===== config.mk =====
export PLATFORM = sky130hd
export DESIGN_NAME = vid_sync_slave
export DESIGN_NICKNAME = d
export VERILOG_FILES = /design/src/rtl/vss_pkg.sv /design/src/rtl/vss_sync.sv /design/src/rtl/vss_ctrl.sv /design/src/rtl/vss_dpath.sv /design/src/rtl/vid_sync_slave.sv
export SDC_FILE = /design/constraint.sdc
export NUM_CORES = 1
export LEC_CHECK = 0
export BUFFER_PORTS_ARGS = -buffer_cell sky130_fd_sc_hd__buf_2
export CAP_MARGIN = 20
export CORE_AREA = 5 5 90 92
export CTS_BUF_LIST = sky130_fd_sc_hd__clkbuf_8
export DETAILED_ROUTE_END_ITERATION = 7
export DIE_AREA = 0 0 95 97
export MAX_ROUTING_LAYER = met4
export PLACE_DENSITY = 0.45
export SLEW_MARGIN = 10
export SYNTH_ARGS = -nofsm -noshare
export SYNTH_HDL_FRONTEND = slang
export SYNTH_HIERARCHICAL = 1
export SYNTH_SLANG_ARGS = --single-unit

===== constraint.sdc =====
create_clock -name clk -period 9.7 [get_ports clk]
set_input_delay 0.97 -clock clk [delete_from_list [all_inputs] [get_ports clk]]
set_output_delay 0.97 -clock clk [all_outputs]
set_load 0.1 [all_outputs]

===== src/rtl/vss_pkg.sv =====
package vss_pkg;

  typedef enum logic [1:0] {
    TM_FREE     = 2'd0,
    TM_FLD_LOW  = 2'd1,
    TM_VS_PHASE = 2'd2,
    TM_FLD_HIGH = 2'd3
  } tmode_e;

  // Strobes from control to datapath, valid for one clock
  typedef struct packed {
    logic lineAdv;
    logic oddGo;
    logic evenGo;
    logic blankLvl;
  } strobe_t;

endpackage


===== src/rtl/vss_sync.sv =====
module vss_sync #(
  parameter int          W       = 3,
  parameter logic [W-1:0] RST_VAL = '0
) (
  input  logic         clk,
  input  logic         rstN,
  input  logic [W-1:0] din,
  output logic [W-1:0] dout,
  output logic [W-1:0] dprev
);

  for (genvar i = 0; i < W; i++) begin : g_bit
    logic meta, stab, last;
    always_ff @(posedge clk) begin
      if (!rstN) begin
        meta <= RST_VAL[i];
        stab <= RST_VAL[i];
        last <= RST_VAL[i];
      end else begin
        meta <= din[i];
        stab <= meta;
        last <= stab;
      end
    end
    assign dout[i]  = stab;
    assign dprev[i] = last;
  end

endmodule


===== src/rtl/vss_ctrl.sv =====
module vss_ctrl
  import vss_pkg::*;
(
  input  logic       clk,
  input  logic       rstN,
  input  logic [1:0] cfgMode,
  input  logic       hsyncIn,
  input  logic       fieldIn,
  input  logic       blankIn,
  output strobe_t    stb
);

  localparam int NPIN = 3;
  localparam logic [NPIN-1:0] IDLE = 3'b001; // blank low, field low, hsync high

  logic [NPIN-1:0] pinNow, pinOld;

  vss_sync #(.W(NPIN), .RST_VAL(IDLE)) u_sync (
    .clk   (clk),
    .rstN  (rstN),
    .din   ({blankIn, fieldIn, hsyncIn}),
    .dout  (pinNow),
    .dprev (pinOld)
  );

  logic hsLvl, hsFall, fldEdge, fldFall;
  assign hsLvl   = pinNow[0];
  assign hsFall  = pinOld[0] & ~pinNow[0];
  assign fldEdge = pinOld[1] ^ pinNow[1];
  assign fldFall = pinOld[1] & ~pinNow[1];

  tmode_e mode;
  assign mode = tmode_e'(cfgMode);

  always_comb begin
    stb          = '0;
    stb.lineAdv  = hsFall;
    stb.blankLvl = pinNow[2];
    unique case (mode)
      TM_FLD_LOW: begin
        stb.oddGo  = fldEdge & ~hsLvl;
        stb.evenGo = fldEdge &  hsLvl;
      end
      TM_FLD_HIGH: begin
        stb.oddGo  = fldEdge &  hsLvl;
        stb.evenGo = fldEdge & ~hsLvl;
      end
      TM_VS_PHASE: begin
        stb.oddGo  = fldFall & ~hsLvl;
        stb.evenGo = fldFall &  hsLvl;
      end
      default: begin
        stb.oddGo  = 1'b0;
        stb.evenGo = 1'b0;
      end
    endcase
  end

  // a rising vertical sync never starts a field in the phase mode
  a_r7_rise_ignored: assert property (@(posedge clk) disable iff (!rstN)
    (mode == TM_VS_PHASE && pinNow[1] && !pinOld[1]) |-> !(stb.oddGo || stb.evenGo));

endmodule


===== src/rtl/vss_dpath.sv =====
module vss_dpath
  import vss_pkg::*;
#(
  parameter int LINE_W     = 10,
  parameter int N_LINES    = 525,
  parameter int P_LINES    = 625,
  parameter int N_EVEN     = 264,
  parameter int P_EVEN     = 314,
  parameter int N_A_FIRST  = 22,
  parameter int N_A_LAST   = 262,
  parameter int N_B_FIRST  = 285,
  parameter int N_B_LAST   = 524,
  parameter int P_A_FIRST  = 23,
  parameter int P_A_LAST   = 310,
  parameter int P_B_FIRST  = 336,
  parameter int P_B_LAST   = 623
) (
  input  logic              clk,
  input  logic              rstN,
  input  logic              stdSel,
  input  logic              blankEn,
  input  strobe_t           stb,
  output logic [LINE_W-1:0] lineNum,
  output logic              fieldId,
  output logic              frameStart,
  output logic              fieldStart,
  output logic              activeVideo
);

  typedef logic [LINE_W-1:0] line_t;

  localparam line_t FIRST = line_t'(1);

  line_t lastLine, evenLine;
  line_t aFirst, aLast, bFirst, bLast;

  always_comb begin
    if (stdSel) begin
      lastLine = line_t'(P_LINES);
      evenLine = line_t'(P_EVEN);
      aFirst   = line_t'(P_A_FIRST);
      aLast    = line_t'(P_A_LAST);
      bFirst   = line_t'(P_B_FIRST);
      bLast    = line_t'(P_B_LAST);
    end else begin
      lastLine = line_t'(N_LINES);
      evenLine = line_t'(N_EVEN);
      aFirst   = line_t'(N_A_FIRST);
      aLast    = line_t'(N_A_LAST);
      bFirst   = line_t'(N_B_FIRST);
      bLast    = line_t'(N_B_LAST);
    end
  end

  line_t lineNext;
  logic  fieldNext, autoActive, activeNext;

  always_comb begin
    lineNext  = lineNum;
    fieldNext = fieldId;
    if (stb.oddGo) begin
      lineNext  = FIRST;
      fieldNext = 1'b0;
    end else if (stb.evenGo) begin
      lineNext  = evenLine;
      fieldNext = 1'b1;
    end else if (stb.lineAdv) begin
      if (lineNum >= lastLine) begin
        lineNext  = FIRST;
        fieldNext = 1'b0;
      end else begin
        lineNext = lineNum + FIRST;
        if (lineNext == evenLine) fieldNext = 1'b1;
      end
    end
  end

  assign autoActive = ((lineNext >= aFirst) && (lineNext <= aLast)) ||
                      ((lineNext >= bFirst) && (lineNext <= bLast));
  assign activeNext = blankEn ? stb.blankLvl : autoActive;

  always_ff @(posedge clk) begin
    if (!rstN) begin
      lineNum     <= FIRST;
      fieldId     <= 1'b0;
      frameStart  <= 1'b0;
      fieldStart  <= 1'b0;
      activeVideo <= 1'b0;
    end else begin
      lineNum     <= lineNext;
      fieldId     <= fieldNext;
      frameStart  <= stb.oddGo;
      fieldStart  <= stb.oddGo | stb.evenGo;
      activeVideo <= activeNext;
    end
  end

  // a lone horizontal sync edge advances the count by one
  a_r3_step: assert property (@(posedge clk) disable iff (!rstN)
    (stb.lineAdv && !stb.oddGo && !stb.evenGo && lineNum < lastLine)
    |=> (lineNum == $past(lineNum) + FIRST));

  // count stays inside the frame
  a_r4_range: assert property (@(posedge clk) disable iff (!rstN)
    (lineNum >= FIRST) && (lineNum <= lastLine));

endmodule


===== src/rtl/vid_sync_slave.sv =====
module vid_sync_slave
  import vss_pkg::*;
#(
  parameter int LINE_W = 10,
  parameter int N_LINES = 525,
  parameter int P_LINES = 625,
  parameter int N_EVEN  = 264,
  parameter int P_EVEN  = 314
) (
  input  logic              clk,
  input  logic              rstN,
  input  logic [1:0]        timingMode,
  input  logic              stdSel,
  input  logic              blankEn,
  input  logic              hsyncIn,
  input  logic              fieldIn,
  input  logic              blankIn,
  output logic              fieldId,
  output logic              frameStart,
  output logic              fieldStart,
  output logic [LINE_W-1:0] lineNum,
  output logic              activeVideo
);

  strobe_t stb;

  vss_ctrl u_ctrl (
    .clk     (clk),
    .rstN    (rstN),
    .cfgMode (timingMode),
    .hsyncIn (hsyncIn),
    .fieldIn (fieldIn),
    .blankIn (blankIn),
    .stb     (stb)
  );

  vss_dpath #(
    .LINE_W  (LINE_W),
    .N_LINES (N_LINES),
    .P_LINES (P_LINES),
    .N_EVEN  (N_EVEN),
    .P_EVEN  (P_EVEN)
  ) u_dpath (
    .clk         (clk),
    .rstN        (rstN),
    .stdSel      (stdSel),
    .blankEn     (blankEn),
    .stb         (stb),
    .lineNum     (lineNum),
    .fieldId     (fieldId),
    .frameStart  (frameStart),
    .fieldStart  (fieldStart),
    .activeVideo (activeVideo)
  );

  // a frame start always lands on line 1 of the odd field
  a_r5_frame_is_odd: assert property (@(posedge clk) disable iff (!rstN)
    frameStart |-> (fieldStart && !fieldId && lineNum == LINE_W'(1)));

  // second field begins at the standard's start line
  a_r9_even_line: assert property (@(posedge clk) disable iff (!rstN)
    (fieldStart && fieldId) |-> (lineNum == (stdSel ? LINE_W'(P_EVEN) : LINE_W'(N_EVEN))));

  // free-running mode never raises a field strobe
  a_r8_mode0_quiet: assert property (@(posedge clk) disable iff (!rstN)
    ($past(timingMode) == 2'd0) |-> !fieldStart);

  // line 1 is always inside the vertical interval
  a_r10_first_blank: assert property (@(posedge clk) disable iff (!rstN)
    (!blankEn && !$past(blankEn) && lineNum == LINE_W'(1)) |-> !activeVideo);

endmodule


# Yosys cells after proc, flatten, opt, wreduce, memory -nomap -nowiden
# Cells that the tools add are included.
dict set report word_totals {
  register_bits 22
  inputBits 9
  out_inout_bits 14
}
dict set report op_classes {
  add_sub_neg 1
  order_cmp 5
  n_eq_ne 4
  muxes 16
  bitwise 11
  n_reduce_logical 7
}
# cell count
set ops {}
lappend ops {{10-bit two-way mux} 4}
lappend ops {{7-bit two-way mux} 3}
lappend ops {{6-bit two-way mux} 2}
lappend ops {{10-bit by 1-bit adder with 10-bit output (second input constant)} 1}
lappend ops {{10-bit by 9-bit == test with 1-bit output} 1}
lappend ops {{10-bit >= comparator} 1}
lappend ops {{10-bit by 5-bit >= comparator with 1-bit output} 1}
lappend ops {{10-bit by 9-bit >= comparator with 1-bit output} 1}
lappend ops {{10-bit less-or-equal comparator} 1}
lappend ops {{10-bit by 9-bit less-or-equal comparator with 1-bit output} 1}
lappend ops {{1-bit bitwise AND} 6}
lappend ops {{1-bit two-way mux} 6}
lappend ops {{2-bit case mux with 3 select lines} 1}
lappend ops {{2-bit == test (second input constant)} 2}
lappend ops {{1-bit NOT} 3}
lappend ops {{3-bit nonzero test} 1}
lappend ops {{2-bit by 1-bit == test with 1-bit output (second input constant)} 1}
lappend ops {{1-bit logical AND} 2}
lappend ops {{2-bit AND reduction} 1}
lappend ops {{2-bit nonzero test} 1}
lappend ops {{2-bit OR reduction} 1}
lappend ops {{1-bit logical OR} 1}
lappend ops {{1-bit bitwise OR} 1}
lappend ops {{1-bit XOR} 1}

# Longest topological paths before layout
# Gate-level depths: netlist of the first run.
dict set report depth {
  word_depth 10
  mapped_depth 18
  mapped_depth_nobuf 16
}

# Hierarchy
# Netlist of the first run, hierarchy kept.
# mod instances cells_each area_each_um2 seq_area_each_um2
set modules_own_cells {}
lappend modules_own_cells {vss_dpath 1 220 1735.4 280.3}
lappend modules_own_cells {vss_sync 1 24 281.5 180.2}
lappend modules_own_cells {vss_ctrl 1 11 86.3 0.0}

# Worst setup path after synthesis of the first run
# Ideal clock, no wire load.
dict set report synth_timing {
  path_kind {flip-flop to flip-flop}
  start {register u_dpath.lineNum[0]}
  end {register u_dpath.activeVideo}
  setup_time_ps 131
  arrival_time_ps 3824
  slack_ps 5745
  stages_incl_launch_ff 16
  n_path_buf 0
  period_less_slack_ps 3955
  path_cell_list {dfxtp_1 inv_1 ha_1 nor2b_1 o21a_1 o211ai_2 nor2_1 a211oi_1 nor2_1 ha_1 nor3b_1 o311ai_0 a21o_1 a31o_2 a22oi_1 o211ai_2}
}
dict set report synth_via {
  elab_chain_len 9
  word_cells_on_any_way 14
  cone_classes {add/sub: 1; order compare: 5; mux: 5; reduce/logical: 3}
}
# element line
set synth_rtl {}
lappend synth_rtl {{from (decl)} vss_dpath.sv:23} ;# output logic [LINE_W-1:0] lineNum,
lappend synth_rtl {{from (signal assigned)} vss_dpath.sv:90} ;# lineNum <= lineNext;
lappend synth_rtl {{10-bit by 1-bit adder with 10-bit output / 10-bit >= comparator (equally long branches)} {vss_dpath.sv:72, vss_dpath.sv:68}}
lappend synth_rtl {{10-bit two-way mux} vss_dpath.sv:68} ;# if (lineNum >= lastLine) begin
lappend synth_rtl {{10-bit two-way mux (*)} vss_dpath.sv:67} ;# end else if (stb.lineAdv) begin
lappend synth_rtl {{10-bit two-way mux (*)} vss_dpath.sv:64} ;# end else if (stb.evenGo) begin
lappend synth_rtl {{10-bit two-way mux (*)} vss_dpath.sv:61} ;# if (stb.oddGo) begin
lappend synth_rtl {{10-bit by 5-bit >= comparator with 1-bit output (tied with other cells)} vss_dpath.sv:78} ;# assign autoActive = ((lineNext >= aFirst) && (lineNext <= aLast)) ||
lappend synth_rtl {{1-bit logical AND (on tied branches)} {vss_dpath.sv:78, vss_dpath.sv:79}}
lappend synth_rtl {{1-bit logical OR (*)} vss_dpath.sv:78}
lappend synth_rtl {{1-bit two-way mux (*)} vss_dpath.sv:80} ;# assign activeNext = blankEn ? stb.blankLvl : autoActive;
lappend synth_rtl {{to (signal assigned)} vss_dpath.sv:94} ;# activeVideo <= activeNext;
lappend synth_rtl {{to (decl)} vss_dpath.sv:27} ;# output logic activeVideo
# Every way passes the cells marked *; elsewhere a longest branch is shown, timed or not.
# A chain may end at the register's enable or synchronous reset.

# Final worst setup path of the first run
dict set report layout_timing {
  start {input port stdSel}
  end {register u_dpath.activeVideo}
}
dict set report layout_via {
  elab_chain_len 10
  word_cells_on_any_way 19
  cone_classes {order compare: 5; mux: 11; reduce/logical: 3}
}
# element line
set layout_rtl {}
lappend layout_rtl {{from (decl)} vid_sync_slave.sv:13} ;# input logic stdSel,
lappend layout_rtl {{7-bit two-way mux} vss_dpath.sv:38} ;# if (stdSel) begin
lappend layout_rtl {{10-bit >= comparator} vss_dpath.sv:68}
lappend layout_rtl {{10-bit two-way mux} vss_dpath.sv:68}
lappend layout_rtl {{10-bit two-way mux} vss_dpath.sv:67}
lappend layout_rtl {{10-bit two-way mux} vss_dpath.sv:64}
lappend layout_rtl {{10-bit two-way mux} vss_dpath.sv:61}
lappend layout_rtl {{10-bit by 5-bit >= comparator with 1-bit output (tied with other cells)} vss_dpath.sv:78}
lappend layout_rtl {{1-bit logical AND (on tied branches)} {vss_dpath.sv:78, vss_dpath.sv:79}}
lappend layout_rtl {{1-bit logical OR (*)} vss_dpath.sv:78}
lappend layout_rtl {{1-bit two-way mux (*)} vss_dpath.sv:80}
# Marks and branches as above.

==> impl_metrics.json, run 1 <==
{
  "drt_iter0_drc": 121,
  "synth_area_mm2": 0.002069,
  "final_hold_viol_count": 0,
  "viasPerCell": 5.322,
  "synthCells": 252,
  "synth_nets": 278,
  "cp.arrival_ns": 4.39,
  "final_cell_mix": "buf_2, dfxtp_1, ha_1, and2_1, nor2_1",
  "drc": 0,
  "gp_congestion": 0.8227,
  "min_period_ns": 4.232,
  "grt_max_degree": 22,
  "endpoint_kind": "flop",
  "min_period_over_period_pct": 43.63,
  "ir_drop_mv": 0.07794,
  "fin_area_mm2": 0.002277,
  "relSlewSlack_pct": 64.79,
  "clkTransAtPathRegs_ns": 0.09,
  "path_max_fanout": 11,
  "crit_path_start_kind": "input port",
  "worst_pin_slew_ns": 0.5148,
  "worstSetupPathType": "in2reg",
  "cts_buffers": 3,
  "finalSetupViolCount": 0,
  "status": "finished, final reports clean",
  "htree_levels": 1,
  "timing.setup.tns_ns": 0,
  "yosysWarnings": 6,
  "drive_above_1_share_pct": 16.48,
  "cts_sinks": 22,
  "ant_nets": 0,
  "r2r-start": "u_dpath/lineNum[0]",
  "place_area_mm2": 0.002206,
  "worst_path_largest_cell_delay_ns": 0.35,
  "cts_hold_buffers": 0,
  "dieArea_mm2": 0.009215,
  "required_ns": 9.85,
  "drt_first_pass_iters": 5,
  "num_rows": 31,
  "fp.dieW_um": 95,
  "cts_setup_buffers": 0,
  "grt_pass1_vias": 1865,
  "cts_buffer_depth": 2,
  "overflow": 0,
  "worst_path_max_delay_cell": "ha_1",
  "antenna_found_initial": 0,
  "nNetsFinal": 288,
  "finalMaxSlewViolations": 0,
  "wl_per_cell_um": 16.25,
  "skew_ns": 0.006930,
  "rsz0062_at_grt": "false",
  "start_util_pct": 29.00,
  "whs_ns": 0.4259,
  "fmax_mhz": 236.3,
  "worstReg2RegEnd": "u_dpath/activeVideo",
  "grt_pass1_wl_um": 9715,
  "syn2layout_area_growth_pct": 10.04,
  "vias": 1916,
  "critical_path.cell_chain": "buf_2 > inv_1 > ha_1 > and4bb_1 > nand3_2 > o211ai_2 > nor2_1 > a211oi_1 > nor2_1 > ha_1 > nor3b_1 > o311ai_0 > a21o_1 > a31o_2 > a22oi_1 > o211ai_2",
  "n_antenna_cell": 0,
  "r2r_slack_ns": 5.99,
  "die_h_um": 97,
  "portBuffers": 22,
  "min_path_cells": 1,
  "dpl.cell_count": 356,
  "io_pins": 23,
  "power.density_mw_per_mm2": 127.4,
  "synth_area_per_cell_um2": 8.212,
  "root_buffer": "clkbuf_8",
  "drv_cap": 0,
  "p_leak_nw": 0.9646,
  "wl_um": 5851,
  "hpwlAfterDp_um": 4495,
  "grt_usage_pct": 13.51,
  "worstHoldStart": "u_ctrl/u_sync/g_bit[0].meta",
  "min_to": "u_ctrl/u_sync/g_bit[0].stab",
  "insertion_delay_ns": 0.27,
  "core_mm2": 0.007137,
  "min_path_type": "reg2reg",
  "reg2reg_depth": 15,
  "cts_tree": "yes",
  "cts_resized": 0,
  "layoutNonFillerInstCount": 360
}
[flip-flops by register name (all words and copies together), names as in the netlist]
| name | flops |
|---|---|
| u_ctrl/u_sync/g_bit.meta | 3 |
| u_dpath/frameStart | 1 |
| u_ctrl/u_sync/g_bit.stab | 3 |
| u_dpath/lineNum | 10 |
| u_dpath/fieldStart | 1 |
| u_dpath/activeVideo | 1 |
| u_ctrl/u_sync/g_bit.last | 2 |
| u_dpath/fieldId | 1 |
[final cells by class]
cell class                      count  area (um^2)
Fill cell                         818         4860
Multi-Input combinational cell    199         1475
Sequential cell                    22        440.4
Tap cell                           99        123.9
Timing Repair Buffer               23        117.6
Inverter                           13        48.80
Clock buffer                        3        41.29
Clock inverter                      1        30.03
[stage by stage]
stage          util [%]  power (mW)  setup slack (ns)
4_1_cts           31.91      0.2928             5.481
6_report          31.91      0.2900             5.468
5_1_grt           31.91      0.3074             5.200
3_5_place_dp      30.91      0.2036             5.218
2_1_floorplan         -      0.1837             5.745
3_3_place_gp      30.91      0.2045             5.262
[metal layers]
layer	GRT usage, %	part of all wire [%]
met5	-	0
met3	1.707	2.9
met4	4.440	2.5
met1	17.96	48
met2	21.04	47
[report_power, final]
part	internal [mW]	leakage (nW)	total [mW]	switching (mW)
Combinational	0.0291	0.749	0.0960	0.0669
Clock	0.0551	0.0357	0.0884	0.0333
Sequential	0.0954	0.180	0.106	0.0102
Total	0.180	0.965	0.290	0.110
[worst max-delay path, delay by kind of cell]
| family | cells | cell delay, ns |
|---|---|---|
| compound gates | 7 | 1.50 |
| fa+ha+maj | 2 | 0.69 |
| buf+inv | 2 | 0.41 |
| simple gates | 5 | 0.80 |
[how the worst max path moves through the flow]
stage                            start                   to  slack [ns]  cells after the start
floorplan           u_dpath/lineNum[0]  u_dpath/activeVideo        5.74                     15
detailed placement              stdSel  u_dpath/activeVideo        5.22                     16
finish                          stdSel  u_dpath/activeVideo        5.47                     16
global placement                stdSel  u_dpath/activeVideo        5.26                     16
global route                    stdSel  u_dpath/activeVideo        5.20                     16
CTS                             stdSel  u_dpath/activeVideo        5.48                     16
Power figures use the tool's default switching activity.
==> inputs of run 2 (changes only) <==
clock period = 4.18 ns   (was 9.7 ns; I/O delays follow)
==> impl_metrics.json, run 2 (synthesized netlist as in run 1, its figures left out) <==
{
  "status": "finished, final reports clean",
  "skew_ns": 0.01093,
  "largest_register": "u_dpath/lineNum",
  "ir_drop_mv": 0.1080,
  "fmax_mhz": 279.0,
  "wl_um": 6057,
  "cts_sinks": 22,
  "grt_pass1_wl_um": 10040,
  "fin_area_mm2": 0.002330,
  "min_path_type": "in2reg",
  "vias": 1953,
  "nNetsFinal": 295,
  "crit_path_start_kind": "flop",
  "fp.dieW_um": 95,
  "timing.setup.tns_ns": 0,
  "grt_usage_pct": 14.08,
  "path_max_fanout": 12,
  "drive_above_1_share_pct": 18.66,
  "fill_cells": 789,
  "antenna_found_initial": 0,
  "drc": 0,
  "dpl.cell_count": 363,
  "die_h_um": 97,
  "endpoint_kind": "flop",
  "layoutNonFillerInstCount": 367,
  "grt_pass1_vias": 1889,
  "largest_reg_flops": 10,
  "startpoint": "u_dpath/lineNum[4]",
  "cts_resized": 0,
  "seq_area_um2": 440.4,
  "min_period_ns": 3.585,
  "worstHoldStart": "hsyncIn",
  "worstSetupPathType": "reg2reg",
  "min_path_cells": 2,
  "drt_iter0_drc": 154,
  "core_mm2": 0.007137,
  "relSlewSlack_pct": 66.59,
  "cts_setup_buffers": 0,
  "reg2reg_depth": 14,
  "final_cell_mix": "buf_2, dfxtp_1, ha_1, and2_1, nor2_1",
  "gp_congestion": 0.8647,
  "dieArea_mm2": 0.009215,
  "root_buffer": "clkbuf_8",
  "cp.arrival_ns": 3.75,
  "rsz0062_at_grt": "false",
  "portBuffers": 22,
  "endpoint": "u_dpath/activeVideo",
  "cts_hold_buffers": 0,
  "finalSetupViolCount": 0,
  "num_rows": 31,
  "insertion_delay_ns": 0.28,
  "worstReg2RegEnd": "u_dpath/activeVideo",
  "drv_cap": 0,
  "overflow": 0,
  "ant_nets": 0,
  "p_leak_nw": 1.000,
  "drt_first_pass_iters": 4,
  "min_period_over_period_pct": 85.76,
  "start_util_pct": 29.00,
  "clkTransAtPathRegs_ns": 0.10,
  "r2r-start": "u_dpath/lineNum[4]",
  "n_antenna_cell": 0,
  "viasPerCell": 5.322,
  "final_hold_viol_count": 0,
  "worst_pin_slew_ns": 0.5005,
  "place_area_mm2": 0.002258,
  "r2r_slack_ns": 0.60,
  "htree_levels": 1,
  "multi_input_area_mm2": 0.001475,
  "required_ns": 4.35,
  "power.density_mw_per_mm2": 296.9,
  "io_pins": 23,
  "top_regs": "u_dpath/lineNum: 10 flops, u_ctrl/u_sync/g_bit.meta: 3 flops, u_ctrl/u_sync/g_bit.stab: 3 flops",
  "wl_per_cell_um": 16.50,
  "hpwlAfterDp_um": 4641,
  "grt_max_degree": 22,
  "cts_buffers": 3,
  "syn2layout_area_growth_pct": 12.58,
  "cts_tree": "yes",
  "finalMaxSlewViolations": 0,
  "cts_buffer_depth": 2
}
## run 2: cell count changes in the layout (fill, tap and decap cells not counted)
| cell | previous run | this run |
|---|---|---|
| buf_4 | 1 | 8 |
## run 2: power by group
group	switching [mW]	total [mW]	leakage, nW	internal, mW
combinational	0.166	0.240	0.784	0.0731
clock	0.0859	0.214	0.0357	0.128
sequential	0.0165	0.238	0.180	0.221
total	0.269	0.692	1.00	0.423
## run 2: cell type report
cell class              count  share of cell area, %
multi-input cells         199                  63.32
flip-flops and latches     22                  18.90
clock buffers               3                  1.772
clock inverters             1                  1.289
well taps                  99                  5.317
repair buffers             30                  7.304
inverters                  13                  2.095
## run 2: critical path: stages, from the launching register on
cell	delay [ns]
dfxtp_1	0.65
ha_1	0.24
a21oi_1	0.11
o41a_4	0.42
o211ai_2	0.14
nor2_1	0.07
a211oi_1	0.31
nor2_1	0.14
ha_1	0.33
nor3b_1	0.19
o311ai_0	0.16
a21o_1	0.19
a31o_2	0.23
a22oi_1	0.20
o211ai_2	0.10
## run 2: routing by layer
layer	GRT usage, %	part of all wire [%]	wire [um]
met1	19.16	46	2791
met2	21.42	48	2889
met3	1.552	4.3	260
met5	-	0	0
met4	4.883	1.9	116
## run 2: worst min path at each step
stage | end
after detailed placement | u_ctrl/u_sync/g_bit[0].stab
after global placement | u_ctrl/u_sync/g_bit[0].stab
final | u_ctrl/u_sync/g_bit[0].meta
after CTS | u_ctrl/u_sync/g_bit[0].meta
after global routing | u_ctrl/u_sync/g_bit[0].meta
after floorplan | u_ctrl/u_sync/g_bit[0].stab
## run 2: through the flow
stage	hold WS [ns]	util (%)	worst slack, ns	total power [mW]
2_1_floorplan	0.3863	-	0.2248	0.4264
3_3_place_gp	0.3945	31.64	0.5708	0.4813
3_5_place_dp	0.3940	31.64	0.5084	0.4796
4_1_cts	0.3197	32.64	0.5973	0.6927
5_1_grt	0.3373	32.64	0.2794	0.7217
6_report	0.3219	32.64	0.5953	0.6917
